--- src/rtl/sfg_pkg.sv ---
package sfg_pkg;
    localparam int DIV_W    = 8;
    localparam int WID_W    = 8;
    localparam int PER_W    = 12;
    localparam int CFG_W    = 32;
    localparam int DIV_LSB  = 0;
    localparam int WID_LSB  = 8;
    localparam int PER_LSB  = 16;
    localparam int MODE_BIT = 28;
    localparam int SRC_BIT  = 29;

    typedef struct packed {
        logic             src_ext;
        logic             periodic;
        logic [PER_W-1:0] per;
        logic [WID_W-1:0] wid;
        logic [DIV_W-1:0] div;
    } sfg_cfg_t;

    function automatic sfg_cfg_t sfg_decode(input logic [CFG_W-1:0] w);
        sfg_cfg_t c;
        c.src_ext  = w[SRC_BIT];
        c.periodic = w[MODE_BIT];
        c.per      = w[PER_LSB +: PER_W];
        c.wid      = w[WID_LSB +: WID_W];
        c.div      = w[DIV_LSB +: DIV_W];
        return c;
    endfunction
endpackage

--- src/rtl/sfg_edge.sv ---
module sfg_edge #(
    parameter int STAGES = 2
) (
    input  logic clk,
    input  logic rst_n,
    input  logic ext_clk,
    output logic rise
);
    typedef struct packed {
        logic [STAGES-1:0] sync;
        logic              prev;
    } edge_st_t;

    edge_st_t s_d, s_q;

    always_comb begin
        s_d      = s_q;
        s_d.sync = {s_q.sync[STAGES-2:0], ext_clk};
        s_d.prev = s_q.sync[STAGES-1];
    end

    always_ff @(posedge clk or negedge rst_n) begin
        if (!rst_n) s_q <= '0;
        else        s_q <= s_d;
    end

    assign rise = s_q.sync[STAGES-1] & ~s_q.prev;

    // one synchronized edge yields a single-cycle pulse
    p_rise_single_r3: assert property (@(posedge clk) disable iff (!rst_n)
        rise |=> !rise);
endmodule

--- src/rtl/sfg_div.sv ---
module sfg_div #(
    parameter int DIV_W = 8
) (
    input  logic             clk,
    input  logic             rst_n,
    input  logic             gen_rst_n,
    input  logic             src_tick,
    input  logic [DIV_W-1:0] div,
    output logic             tick,
    output logic             bclk
);
    typedef struct packed {
        logic [DIV_W-1:0] cnt;
        logic             bclk;
        logic             tick;
    } div_st_t;

    div_st_t s_d, s_q;
    logic [DIV_W:0]   ratio;
    logic [DIV_W:0]   low_len;
    logic [DIV_W-1:0] cnt_nx;

    always_comb begin
        ratio   = {1'b0, div} + 1'b1;
        low_len = ratio - (ratio >> 1);
        cnt_nx  = (s_q.cnt >= div) ? '0 : s_q.cnt + 1'b1;
        s_d      = s_q;
        s_d.tick = 1'b0;
        if (!gen_rst_n) begin
            s_d = '0;
        end else if (src_tick) begin
            s_d.cnt  = cnt_nx;
            s_d.tick = (s_q.cnt >= div);
            s_d.bclk = ({1'b0, cnt_nx} >= low_len);
        end
    end

    always_ff @(posedge clk or negedge rst_n) begin
        if (!rst_n) s_q <= '0;
        else        s_q <= s_d;
    end

    assign tick = s_q.tick;
    assign bclk = s_q.bclk;

    // the count returns to zero after its terminal value
    p_wrap_r2: assert property (@(posedge clk) disable iff (!rst_n)
        (src_tick && s_q.cnt >= div) |=> (s_q.cnt == '0));
    // a tick needs a source tick on the previous cycle
    p_tick_src_r2: assert property (@(posedge clk) disable iff (!rst_n)
        tick |-> $past(src_tick && gen_rst_n));
    // hold forces clock and enable low
    p_idle_r5: assert property (@(posedge clk) disable iff (!rst_n)
        !gen_rst_n |=> (!tick && !bclk));
endmodule

--- src/rtl/sfg_frame.sv ---
module sfg_frame #(
    parameter int PER_W = 12,
    parameter int WID_W = 8
) (
    input  logic             clk,
    input  logic             rst_n,
    input  logic             frm_rst_n,
    input  logic             tick,
    input  logic             periodic,
    input  logic [PER_W-1:0] per,
    input  logic [WID_W-1:0] wid,
    input  logic             copy_stb,
    output logic             fsync
);
    localparam int CMP_W = (PER_W > WID_W) ? PER_W : WID_W;

    typedef struct packed {
        logic [PER_W-1:0] fcnt;
        logic             pend;
        logic             fsync;
    } frm_st_t;

    frm_st_t s_d, s_q;
    logic [CMP_W-1:0] fcnt_x, wid_x;

    always_comb begin
        fcnt_x = CMP_W'(s_q.fcnt);
        wid_x  = CMP_W'(wid);
        s_d    = s_q;
        if (!frm_rst_n) begin
            s_d = '0;
        end else if (!periodic) begin
            s_d.fcnt = '0;
            s_d.pend = s_q.pend | copy_stb;
            if (tick) begin
                s_d.fsync = s_q.pend | copy_stb;
                s_d.pend  = 1'b0;
            end
        end else begin
            s_d.pend = 1'b0;
            if (tick) begin
                s_d.fsync = (fcnt_x <= wid_x);
                s_d.fcnt  = (s_q.fcnt >= per) ? '0 : s_q.fcnt + 1'b1;
            end
        end
    end

    always_ff @(posedge clk or negedge rst_n) begin
        if (!rst_n) s_q <= '0;
        else        s_q <= s_d;
    end

    assign fsync = s_q.fsync;

    // frame sync only moves on a bit-clock tick or under hold
    p_fs_on_tick_r6: assert property (@(posedge clk) disable iff (!rst_n)
        !$stable(fsync) |-> ($past(tick) || $past(!frm_rst_n)));
    // hold clears the frame sync
    p_hold_r8: assert property (@(posedge clk) disable iff (!rst_n)
        !frm_rst_n |=> !fsync);
    // a strobe between ticks is remembered
    p_copy_arm_r9: assert property (@(posedge clk) disable iff (!rst_n)
        (frm_rst_n && !periodic && copy_stb && !tick) |=> s_q.pend);
endmodule

--- src/rtl/sfg_top.sv ---
module sfg_top
    import sfg_pkg::*;
#(
    parameter int SYNC_STAGES = 2
) (
    input  logic             clk,
    input  logic             rst_n,
    input  logic             ext_clk,
    input  logic [CFG_W-1:0] cfg_word,
    input  logic             gen_rst_n,
    input  logic             frm_rst_n,
    input  logic             copy_stb,
    output logic             bclk,
    output logic             bclk_tick,
    output logic             fsync
);
    sfg_cfg_t cfg;
    logic     ext_rise;
    logic     src_tick;

    assign cfg      = sfg_decode(cfg_word);
    assign src_tick = cfg.src_ext ? ext_rise : 1'b1;

    sfg_edge #(.STAGES(SYNC_STAGES)) u_edge (
        .clk(clk), .rst_n(rst_n), .ext_clk(ext_clk), .rise(ext_rise)
    );

    sfg_div #(.DIV_W(DIV_W)) u_div (
        .clk(clk), .rst_n(rst_n), .gen_rst_n(gen_rst_n), .src_tick(src_tick),
        .div(cfg.div), .tick(bclk_tick), .bclk(bclk)
    );

    sfg_frame #(.PER_W(PER_W), .WID_W(WID_W)) u_frame (
        .clk(clk), .rst_n(rst_n), .frm_rst_n(frm_rst_n), .tick(bclk_tick),
        .periodic(cfg.periodic), .per(cfg.per), .wid(cfg.wid),
        .copy_stb(copy_stb), .fsync(fsync)
    );
endmodule

--- config.mk ---
export PLATFORM = sky130hd
export DESIGN_NAME = sfg_top
export DESIGN_NICKNAME = d
export VERILOG_FILES = /design/src/rtl/sfg_pkg.sv /design/src/rtl/sfg_edge.sv /design/src/rtl/sfg_div.sv /design/src/rtl/sfg_frame.sv /design/src/rtl/sfg_top.sv
export SDC_FILE = /design/constraint.sdc
export NUM_CORES = 1
export LEC_CHECK = 0
export ABC_AREA = 0
export BUFFER_PORTS_ARGS = -buffer_cell sky130_fd_sc_hd__buf_2
export CORE_ASPECT_RATIO = 2
export CORE_UTILIZATION = 50
export CTS_BUF_LIST = sky130_fd_sc_hd__clkbuf_4 sky130_fd_sc_hd__clkbuf_8
export DETAILED_ROUTE_END_ITERATION = 8
export GPL_TIMING_DRIVEN = 0
export PLACE_DENSITY = 0.71
export SYNTH_ARGS = -nofsm -noshare
export SYNTH_HDL_FRONTEND = slang
export SYNTH_SLANG_ARGS = --single-unit
--- constraint.sdc ---
create_clock -name clk -period 5.3 [get_ports clk]
set_clock_uncertainty 0.15 [all_clocks]
set_input_delay 0.795 -clock clk [delete_from_list [all_inputs] [get_ports clk]]
set_output_delay 0.795 -clock clk [all_outputs]
set_load 0.03 [all_outputs]
==> results of run 1 <==
-- cell families (layout without fill, tap and decap cells) --
family | Yosys count | count (layout) | share of synthesized area, %
DFF | 27 | 27 | 22.5
xor gates and xnor gates | 23 | 23 | 7.58
muxes | 4 | 4 | 1.46
adders and majority gates | 44 | 44 | 18.3
AOI/OAI and AO/OA | 89 | 89 | 20.3
and+or+nand+nor | 120 | 120 | 23.4
buffers and inverters | 46 | 86 | 6.37
-- layer usage --
metal | GRT usage, % | vias to the layer above | share of wire (%)
met5 | 0 | - | 0
met4 | 11.9 | 0 | 3.5
met3 | 1.05 | 17 | 2.1
met2 | 53.3 | 62 | 61
met1 | 21.2 | 1275 | 33
li1 | - | 1373 | -
-- area by class of cell --
type | count | area (sq um) | area share, %
multi-input combinational | 280 | 2140 | 64.6
sequential | 27 | 676 | 20.4
timing repair buffer | 36 | 180 | 5.44
tap | 61 | 76.3 | 2.31
clock buffer | 4 | 48.8 | 1.47
inverter | 36 | 136 | 4.12
buffer | 10 | 55.1 | 1.66
-- state kept, by name, indices dropped and copies added (netlist names) --
register	cells
u_frame.s_q	1
u_div.s_q	8
u_frame.fcnt_x	12
u_div.bclk	1
u_frame.fsync	1
u_edge.s_q	1
u_edge.s_d	2
u_div.tick	1
-- stage by stage --
step,total power [mW],std cells,hold WS (ns),setup slack (ns),utilization [%]
floorplan,0.433,353,0.181,1.32,-
global placement,0.499,450,0.184,0.556,56.6
detailed placement,0.505,450,0.190,0.549,56.6
CTS,0.623,454,0.209,0.800,57.5
global route,0.667,454,0.229,0.590,57.5
finish,0.616,454,0.210,0.799,57.5
-- critical path: cells and delay by family --
kind,cells,cell delay [ns]
AND/OR/NAND/NOR,5,0.85
AO/OA/AOI/OAI,6,0.93
adder cells (fa/ha/maj),3,0.92
XOR/XNOR,2,0.60
buffers and inverters,3,0.39
-- how the worst max path moves through the flow --
stage	startpoint	endpoint	slack, ns
5_1_grt	cfg_word[1]	u_div.bclk	0.59
3_5_place_dp	cfg_word[1]	u_div.bclk	0.55
4_1_cts	cfg_word[1]	u_div.bclk	0.80
3_3_place_gp	cfg_word[1]	u_div.bclk	0.56
2_1_floorplan	cfg_word[5]	u_div.bclk	1.32
6_report	cfg_word[1]	u_div.bclk	0.80
-- Yosys cell counts, types with 5 or more instances --
library cell	instances	share of area (%)
o21ai_0	10	1.7
a22o_1	5	1.5
nand4_1	12	2.5
a31oi_1	16	3.3
xnor2_1	15	4.4
buf_2	5	0.83
a21oi_1	24	4.0
dfrtp_1	27	22
nand2b_1	17	3.5
nand2_1	14	1.7
ha_1	44	18
a21o_1	7	1.7
nor2_1	18	2.2
inv_1	32	4.0
and3_1	12	2.5
xor2_1	6	1.7
nand3_1	14	2.3
-- power groups by stage --
stage	sequential [mW]	combinational [mW]	clock (mW)
after CTS	0.240	0.262	0.121
after floorplan	0.242	0.191	0
after detailed placement	0.244	0.261	0
after global placement	0.244	0.254	0
after global routing	0.243	0.292	0.132
final	0.240	0.259	0.117
-- cell usage in the layout, fill, tap and decap left out, types with 2 or more instances in the layout --
| cell type | netlist | final |
|---|---|---|
| nand2_1 | 14 | 14 |
| a21o_1 | 7 | 7 |
| dfrtp_1 | 27 | 27 |
| nand2b_1 | 17 | 17 |
| clkbuf_8 | 0 | 3 |
| inv_1 | 32 | 32 |
| o22ai_1 | 2 | 2 |
| and3_1 | 12 | 12 |
| a31oi_1 | 16 | 16 |
| o21ai_0 | 10 | 10 |
| a21oi_1 | 24 | 24 |
| xor2_1 | 6 | 6 |
| o21ai_1 | 2 | 2 |
| o21a_1 | 4 | 4 |
| nor3_1 | 3 | 3 |
| buf_2 | 5 | 41 |
| a22o_1 | 5 | 5 |
| inv_2 | 2 | 2 |
| nand3_1 | 14 | 14 |
| or3_1 | 2 | 2 |
| mux2_2 | 3 | 3 |
| a211oi_1 | 3 | 3 |
| buf_4 | 3 | 3 |
| and2_1 | 2 | 2 |
| nor2b_1 | 4 | 4 |
| xnor2_1 | 15 | 15 |
| nor2_1 | 18 | 18 |
| nor4_1 | 3 | 3 |
| nand3b_1 | 4 | 4 |
| o211ai_1 | 3 | 3 |
| ha_1 | 44 | 44 |
| nand4_1 | 12 | 12 |
==> metrics.csv, run 1 <==
metric,value,unit
io_buffers,36,
grt_usage,24.7,%
design.die.area,0.00634,sq mm
h-tree-depth,1,
holdPathEnd,u_edge.s_d[0],
syn_area,0.00300,sq mm
diodes,0,
gp_congestion,0.894,
nets,476,
netSwitchingFraction,35.5,%
timing.rr.start,u_div.s_q[2],
grt_pass1_vias,2777,
synth.distinct_cells,66,
p_sw,219,uW
internal_power,398,uW
holdPathStages,0,
rows,39,
drt_iter0_markers,119,
worst_ep_arrival_time,4.50,ns
syn_nets,435,
drc_errors,4,
fmax,0.222,GHz
p_comb_share,42.0,%
seq_area_frac_synth,22.5,%
placed_area,0.00326,sq mm
clock_power_share,19.0,%
r2r_end,u_div.bclk,
min_period,4.50,ns
ys.flop_type,dfrtp_1,
antenna_found_initial,0,
synth.avg_cell_area,8.51,sq um
cts_hold_buf,0,
ant_nets,0,
maxSlewViolCount,0,
setup_viol,0,
die_h,112,um
cts-root-buf,clkbuf_8,
yosysWarnings,0,
cts_resized,0,
start_util,52.2,%
cp_slowest_stage_delay,0.37,ns
cellPowerDensity,186,mW/mm^2
hold_violations,0,
synthArstFlopShare,100,%
syn2layout_area_growth,10.2,%
numCtsBuffers,3,
reg2reg_slack,1.36,ns
p_leak,1.71,nW
dr.pass1.iters,6,
insertion_delay,0.27,ns
final_layout_size_suffix_gt1_share,17.0,%
postCtsSetupRepairBufs,0,
synthCells,353,
crit_fanout,7,
min_period_over_period,84.9,%
rr_worst_depth,18,
critPathRequiredTime,5.30,ns
worstSetupPathType,in2reg,
slew_headroom,52.6,%
wl_per_cell,16.1,um
clk_pin_slew,0.09,ns
hp-start,u_edge.s_d[2],
cts_tree,done,
setup_tns,0,ns
ir_worst_vdd,0.000150,V
cts_buffer_depth,2,
status,"finished, violations left",
rsz0062_at_grt,false,
ys_ff_latch,27,
totalWireLength,7300,um
hold_class,reg2reg,
viasPerCell,6.01,
maxCapViolations,0,
core-area,0.00576,sq mm
violations,DRC,
start_kind,primary input,
dieWidth,56.8,um
num_vias,2727,
gr-total-overflow,0,
ios,41,
dp_hpwl,6140,um
clock-sinks,27,
slowest_stage,or3b_1,
grt_pass1_wl,12300,um
grt_max_degree,28,
num-fill-cells,568,
worstMarginPinSlew,0.709,ns
cpMostUsedCell,ha_1,
design_area,0.00331,sq mm
synth_edf_count,0,
crit_path_end_kind,register,
cp_cell_sequence,buf_2 -> ha_1 -> and4_1 -> buf_2 -> xnor2_2 -> ha_1 -> inv_1 -> nand3_1 -> nand2_1 -> o21ai_0 -> o211ai_1 -> o311ai_1 -> xor2_1 -> ha_1 -> a211oi_1 -> o21a_1 -> or2_2 -> o21ai_0 -> or3b_1,
p_seq_share,39.0,%
No activity file was read; power rests on OpenSTA's default activity.
==> run 2, diff against run 1 <==
PLACE_DENSITY = 0.74   (was 0.71)
clock period = 3.7 ns   (was 5.3 ns; I/O delays follow)
==> metrics.csv, run 2 (same netlist as run 1, synthesis figures left out) <==
metric,value,unit,change
hold_class,in2async,,was reg2reg
insertion_delay,0.27,ns,about the same
ios,41,,unchanged
critPathRequiredTime,3.70,ns,was 5.30 ns
drc_errors,0,,was 4
die_h,112,um,unchanged
start_kind,primary input,,unchanged
io_buffers,36,,unchanged
setup_tns,-0.000653,ns,was 0 ns
fmax,0.270,GHz,
final_layout_size_suffix_gt1_share,27.6,%,was 17.0%
dp_hpwl,5910,um,was 6140 um
totalWireLength,8020,um,was 7300 um
hold_violations,0,,unchanged
setup_viol,1,,was 0
worstMarginPinSlew,0.760,ns,was 0.709 ns
cts_hold_buf,0,,unchanged
min_period,3.70,ns,
dieWidth,56.8,um,unchanged
timing.rr.start,u_div.s_q[2],,unchanged
core-area,0.00576,sq mm,unchanged
clock-sinks,27,,unchanged
diodes,0,,unchanged
nets,503,,was 476
grt_usage,26.3,%,was 24.7%
design_area,0.00373,sq mm,was 0.00331 sq mm
place_ws,-0.599,ns,was 0.549 ns
gp_congestion,0.846,,was 0.894
antenna_found_initial,0,,unchanged
rr_worst_depth,17,,was 18
numCtsBuffers,3,,unchanged
crit_fanout,4,,was 7
min_period_over_period,100,%,
viasPerCell,6.07,,was 6.01
dr.pass1.iters,6,,unchanged
cts_tree,done,,unchanged
slowest_stage,or3b_1,,unchanged
setup_ws,-0.000653,ns,was 0.799 ns
reg2reg_slack,0.08,ns,was 1.36 ns
rsz0062_at_grt,true,,was false
gr-total-overflow,0,,unchanged
h-tree-depth,1,,unchanged
violations,setup timing,,was DRC
syn2layout_area_growth,24.3,%,was 10.2%
cts-root-buf,clkbuf_8,,unchanged
grt_pass1_vias,3028,,was 2777
grt_pass1_wl,13200,um,was 12300 um
multi_input_area,0.00231,sq mm,was 0.00214 sq mm
cpMostUsedCell,ha_4,,was ha_1
seqCellArea,676,sq um,unchanged
layout_commonest_cell,ha_1,,unchanged
slew_headroom,49.2,%,was 52.6%
r2r_end,u_div.bclk,,unchanged
grt_max_degree,28,,unchanged
placed_cells,450,,unchanged
rows,39,,unchanged
placed_area,0.00326,sq mm,about the same
cp_slowest_stage_delay,0.37,ns,about the same
wl_per_cell,16.7,um,was 16.1 um
clk_pin_slew,0.09,ns,about the same
largest-register,u_frame.fcnt_x,,unchanged
design.die.area,0.00634,sq mm,unchanged
maxSlewViolCount,0,,unchanged
drt_iter0_markers,302,,was 119
crit_path_end_kind,register,,unchanged
num-fill-cells,495,,was 568
cellPowerDensity,266,mW/mm^2,was 186 mW/mm^2
fin_cells,481,,was 454
worst_ep_arrival_time,3.70,ns,was 4.50 ns
start_util,52.2,%,unchanged
cp_cell_sequence,buf_2 -> ha_4 -> a21bo_1 -> and2_4 -> inv_8 -> ha_4 -> nand4_1 -> o41ai_4 -> nor4_4 -> buf_4 -> o311ai_4 -> xor2_1 -> ha_1 -> a211oi_2 -> o21a_1 -> or2_4 -> o21ai_2 -> or3b_1,,was buf_2 -> ha_1 -> and4_1 -> buf_2 -> xnor2_2 -> ha_1 -> inv_1 -> nand3_1 -> nand2_1 -> o21ai_0 -> o211ai_1 -> o311ai_1 -> xor2_1 -> ha_1 -> a211oi_1 -> o21a_1 -> or2_2 -> o21ai_0 -> or3b_1
num_vias,2919,,was 2727
ant_nets,0,,unchanged
maxCapViolations,0,,unchanged
status,"finished, violations left",,unchanged
cts_buffer_depth,2,,unchanged
largest_reg_flops,12,,unchanged
final_cell_mix,"39 x ha_1, 38 x buf_2, 31 x inv_1, 31 x buf_4, 27 x dfrtp_1",,"was 44 x ha_1, 41 x buf_2, 32 x inv_1, 27 x dfrtp_1, 24 x a21oi_1"
worstSetupPathType,in2reg,,unchanged
ir_worst_vdd,0.000202,V,was 0.000150 V
p_leak,1.88,nW,was 1.71 nW
[run 2: changes by cell type in the layout (fill, tap and decap cells not counted), sizes merged]
| cell | change |
|---|---|
| buf | +28 |
| clkbuf | -2 |
| inv | +1 |
[run 2: stage by stage]
stage / power, mW / hold WS (ns) / util, %
after global placement: 0.711 / 0.185 / 56.6
after global routing: 1.06 / 0.171 / 64.9
after CTS: 0.944 / 0.144 / 60.9
after detailed placement: 0.723 / 0.186 / 56.6
final: 0.993 / 0.123 / 64.9
after floorplan: 0.620 / 0.109 / -
[run 2: worst max-delay path: cells and delay by family]
kind,cells,cell delay (ns)
AND/OR/NAND/NOR,5,1.01
AO/OA/AOI/OAI,6,0.86
XOR/XNOR,1,0.17
adder cells (fa/ha/maj),3,0.71
buffers and inverters,3,0.38
[run 2: where the power goes]
group | leakage, nW | internal [mW] | total, mW | switching (mW)
combinational | 1.49 | 0.236 | 0.483 | 0.247
sequential | 0.365 | 0.317 | 0.344 | 0.0273
clock | 0.0255 | 0.0755 | 0.166 | 0.0904
total | 1.88 | 0.629 | 0.993 | 0.365
[run 2: per-layer routing]
| layer | vias up | part of all wire (%) | GRT usage [%] |
|---|---|---|---|
| met5 | - | 0 | 0 |
| met4 | 0 | 6.3 | 17.1 |
| met3 | 41 | 2.6 | 1.74 |
| met2 | 86 | 57 | 53.3 |
| met1 | 1364 | 34 | 23.2 |
| li1 | 1428 | - | - |
[run 2: repair_timing]
item                                    4_1_cts  5_1_grt
resized for setup                            22       24
endpoints found under the setup margin        1        1
setup buffers                                12       18
pin swaps                                    11       17
[run 2: how the worst max path moves through the flow]
stage                      from    endpoint  slack (ns)  depth (start not counted)
finish              cfg_word[2]  u_div.bclk     -0.0007                         18
CTS                 cfg_word[1]  u_div.bclk       -0.01                         18
global route        cfg_word[2]  u_div.bclk       -0.09                         17
floorplan           cfg_word[1]  u_div.bclk      -0.002                         17
detailed placement  cfg_word[0]  u_div.bclk       -0.60                         18
global placement    cfg_word[0]  u_div.bclk       -0.58                         18
[run 2: cell type report]
| cell class | instances | share of cell area [%] |
|---|---|---|
| Sequential cell | 27 | 18.1 |
| Timing Repair Buffer | 66 | 11.5 |
| Multi-Input combinational cell | 280 | 61.9 |
| Inverter | 36 | 3.89 |
| Buffer | 7 | 1.34 |
| Clock inverter | 1 | 0.134 |
| Clock buffer | 3 | 1.11 |
| Tap cell | 61 | 2.04 |
==> run 3, diff against run 2 <==
BUFFER_PORTS_ARGS = -buffer_cell sky130_fd_sc_hd__clkbuf_2   (was -buffer_cell sky130_fd_sc_hd__buf_2)
==> metrics.csv, run 3 (same netlist as run 1, synthesis figures left out) <==
metric,value,unit,change
layout_commonest_cell,ha_1,,unchanged
drt_iter0_markers,147,,was 302
worstSetupPathType,in2reg,,unchanged
h-tree-depth,1,,unchanged
rsz0062_at_grt,true,,unchanged
num_vias,2927,,was 2919
grt_pass1_vias,2938,,was 3028
cp_slowest_stage_delay,0.41,ns,was 0.37 ns
wl_per_cell,17.5,um,was 16.7 um
crit_fanout,6,,was 4
cp_cell_sequence,clkbuf_16 -> ha_4 -> buf_6 -> xnor2_4 -> or3_4 -> nor3_4 -> nor4_4 -> buf_4 -> o311ai_4 -> xor2_1 -> ha_1 -> a211oi_2 -> o21a_1 -> or2_4 -> o21ai_1 -> or3b_1,,was buf_2 -> ha_4 -> a21bo_1 -> and2_4 -> inv_8 -> ha_4 -> nand4_1 -> o41ai_4 -> nor4_4 -> buf_4 -> o311ai_4 -> xor2_1 -> ha_1 -> a211oi_2 -> o21a_1 -> or2_4 -> o21ai_2 -> or3b_1
grt_pass1_wl,13100,um,was 13200 um
min_period,3.76,ns,was 3.70 ns
antenna_found_initial,0,,unchanged
dr.pass1.iters,4,,was 6
ir_worst_vdd,0.000209,V,was 0.000202 V
drc_errors,0,,unchanged
slowest_stage,or3_4,,was or3b_1
critPathRequiredTime,3.71,ns,was 3.70 ns
diodes,0,,unchanged
start_kind,primary input,,unchanged
nets,493,,was 503
gr-total-overflow,0,,unchanged
maxCapViolations,0,,unchanged
crit_path_end_kind,register,,unchanged
totalPowerFinal,1.02,mW,was 993 uW
gp_congestion,0.847,,was 0.846
clock-sinks,27,,unchanged
clk_pin_slew,0.09,ns,about the same
cts-root-buf,clkbuf_8,,unchanged
design.die.area,0.00634,sq mm,unchanged
setup_ws,-0.0586,ns,was -0.000653 ns
worst_ep_arrival_time,3.77,ns,was 3.70 ns
grt_max_degree,28,,unchanged
numCtsBuffers,3,,unchanged
dieWidth,56.8,um,unchanged
totalWireLength,8230,um,was 8020 um
largest-register,u_frame.fcnt_x,,unchanged
cellPowerDensity,275,mW/mm^2,was 266 mW/mm^2
viasPerCell,6.21,,was 6.07
maxSlewViolCount,0,,unchanged
core-area,0.00576,sq mm,unchanged
setup_viol,1,,unchanged
worstMarginPinSlew,0.667,ns,was 0.760 ns
cts_hold_buf,0,,unchanged
rr_worst_depth,17,,unchanged
largest_reg_flops,12,,unchanged
violations,setup timing,,unchanged
die_h,112,um,unchanged
status,"finished, violations left",,unchanged
slew_headroom,55.5,%,was 49.2%
insertion_delay,0.28,ns,was 0.27 ns
grt_usage,26.4,%,was 26.3%
syn2layout_area_growth,23.4,%,was 24.3%
min_period_over_period,102,%,was 100%
start_util,52.2,%,unchanged
final_util,64.4,%,was 64.9%
ant_nets,0,,unchanged
cts_tree,done,,unchanged
ios,41,,unchanged
fmax,0.266,GHz,was 0.270 GHz
hold_violations,0,,unchanged
final_cell_mix,"37 x ha_1, 34 x clkbuf_2, 30 x inv_1, 27 x dfrtp_1, 23 x a21oi_1",,"was 39 x ha_1, 38 x buf_2, 31 x inv_1, 31 x buf_4, 27 x dfrtp_1"
final_layout_size_suffix_gt1_share,26.6,%,was 27.6%
cts_buffer_depth,2,,unchanged
io_buffers,36,,unchanged
rows,39,,unchanged
p_leak,1.85,nW,was 1.88 nW
dp_hpwl,5970,um,was 5910 um
hold_class,in2async,,unchanged
run 3: cell types whose count changed in the layout (fill, tap and decap cells not counted), sizes merged:
cell / delta
clkbuf: +37
buf: -46
inv: -1
run 3: through the flow:
step	instance area, sq um	TNS (ns)	hold WS [ns]	cells	setup WS (ns)
global placement	3260	-0.594	0.184	450	-0.594
CTS	3550	-0.0344	0.157	465	-0.0344
finish	3710	-0.0586	0.138	471	-0.0586
floorplan	3010	-0.00207	0.109	353	-0.00207
detailed placement	3260	-0.633	0.196	450	-0.633
global route	3710	-0.134	0.193	471	-0.134
run 3: worst paths after layout:
check | startpoint | end | slack [ns]
worst max-delay path | cfg_word[0] | u_div.bclk | -0.06
worst min-delay path | rst_n | u_edge.s_d[2] | 0.14
worst max register to register | u_div.s_q[2] | u_div.bclk | 0.11
worst min register to register | u_edge.s_d[2] | u_edge.s_d[0] | 0.21
max in group asynchronous | rst_n | u_div.s_q[9] | 2.83
min in group clk | u_edge.s_d[2] | u_edge.s_d[0] | 0.21
run 3: critical path, delay by kind of cell:
| kind | cells | cell delay, ns |
|---|---|---|
| AOI/OAI and AO/OA | 4 | 0.73 |
| and+or+nand+nor | 5 | 1.28 |
| adders and majority gates | 2 | 0.46 |
| buffers and inverters | 3 | 0.45 |
| xor gates and xnor gates | 2 | 0.32 |
run 3: cell type report:
type / count / area (sq um)
multi-input combinational: 280 / 2340
fill: 503 / 2050
sequential: 27 / 676
timing repair buffer: 56 / 378
inverter: 36 / 143
tap: 61 / 76.3
clock buffer: 4 / 48.8
buffer: 7 / 46.3
run 3: where the power goes:
part	total [mW]	switching [mW]	leakage, nW	internal (mW)
logic	0.495	0.253	1.45	0.242
registers	0.345	0.0281	0.365	0.317
clock network	0.179	0.0941	0.0262	0.0848
total	1.02	0.375	1.85	0.644
run 3: metal layers:
metal / GRT usage, % / wire [um] / part of all wire [%]
met3: 1.97 / 238 / 2.9
met2: 54.7 / 4760 / 58
met5: 0 / 0 / 0
met1: 22.4 / 2710 / 33
met4: 16.7 / 525 / 6.4
run 3: timing repair:
item / 4_1_cts / 5_1_grt
endpoints found under the setup margin: 1 / 1
pin swaps: 11 / 18
hold endpoints to repair: 0 / 0
buffers inserted: 12 / 8
resized for setup: 26 / 23
cloned: 0 / 0
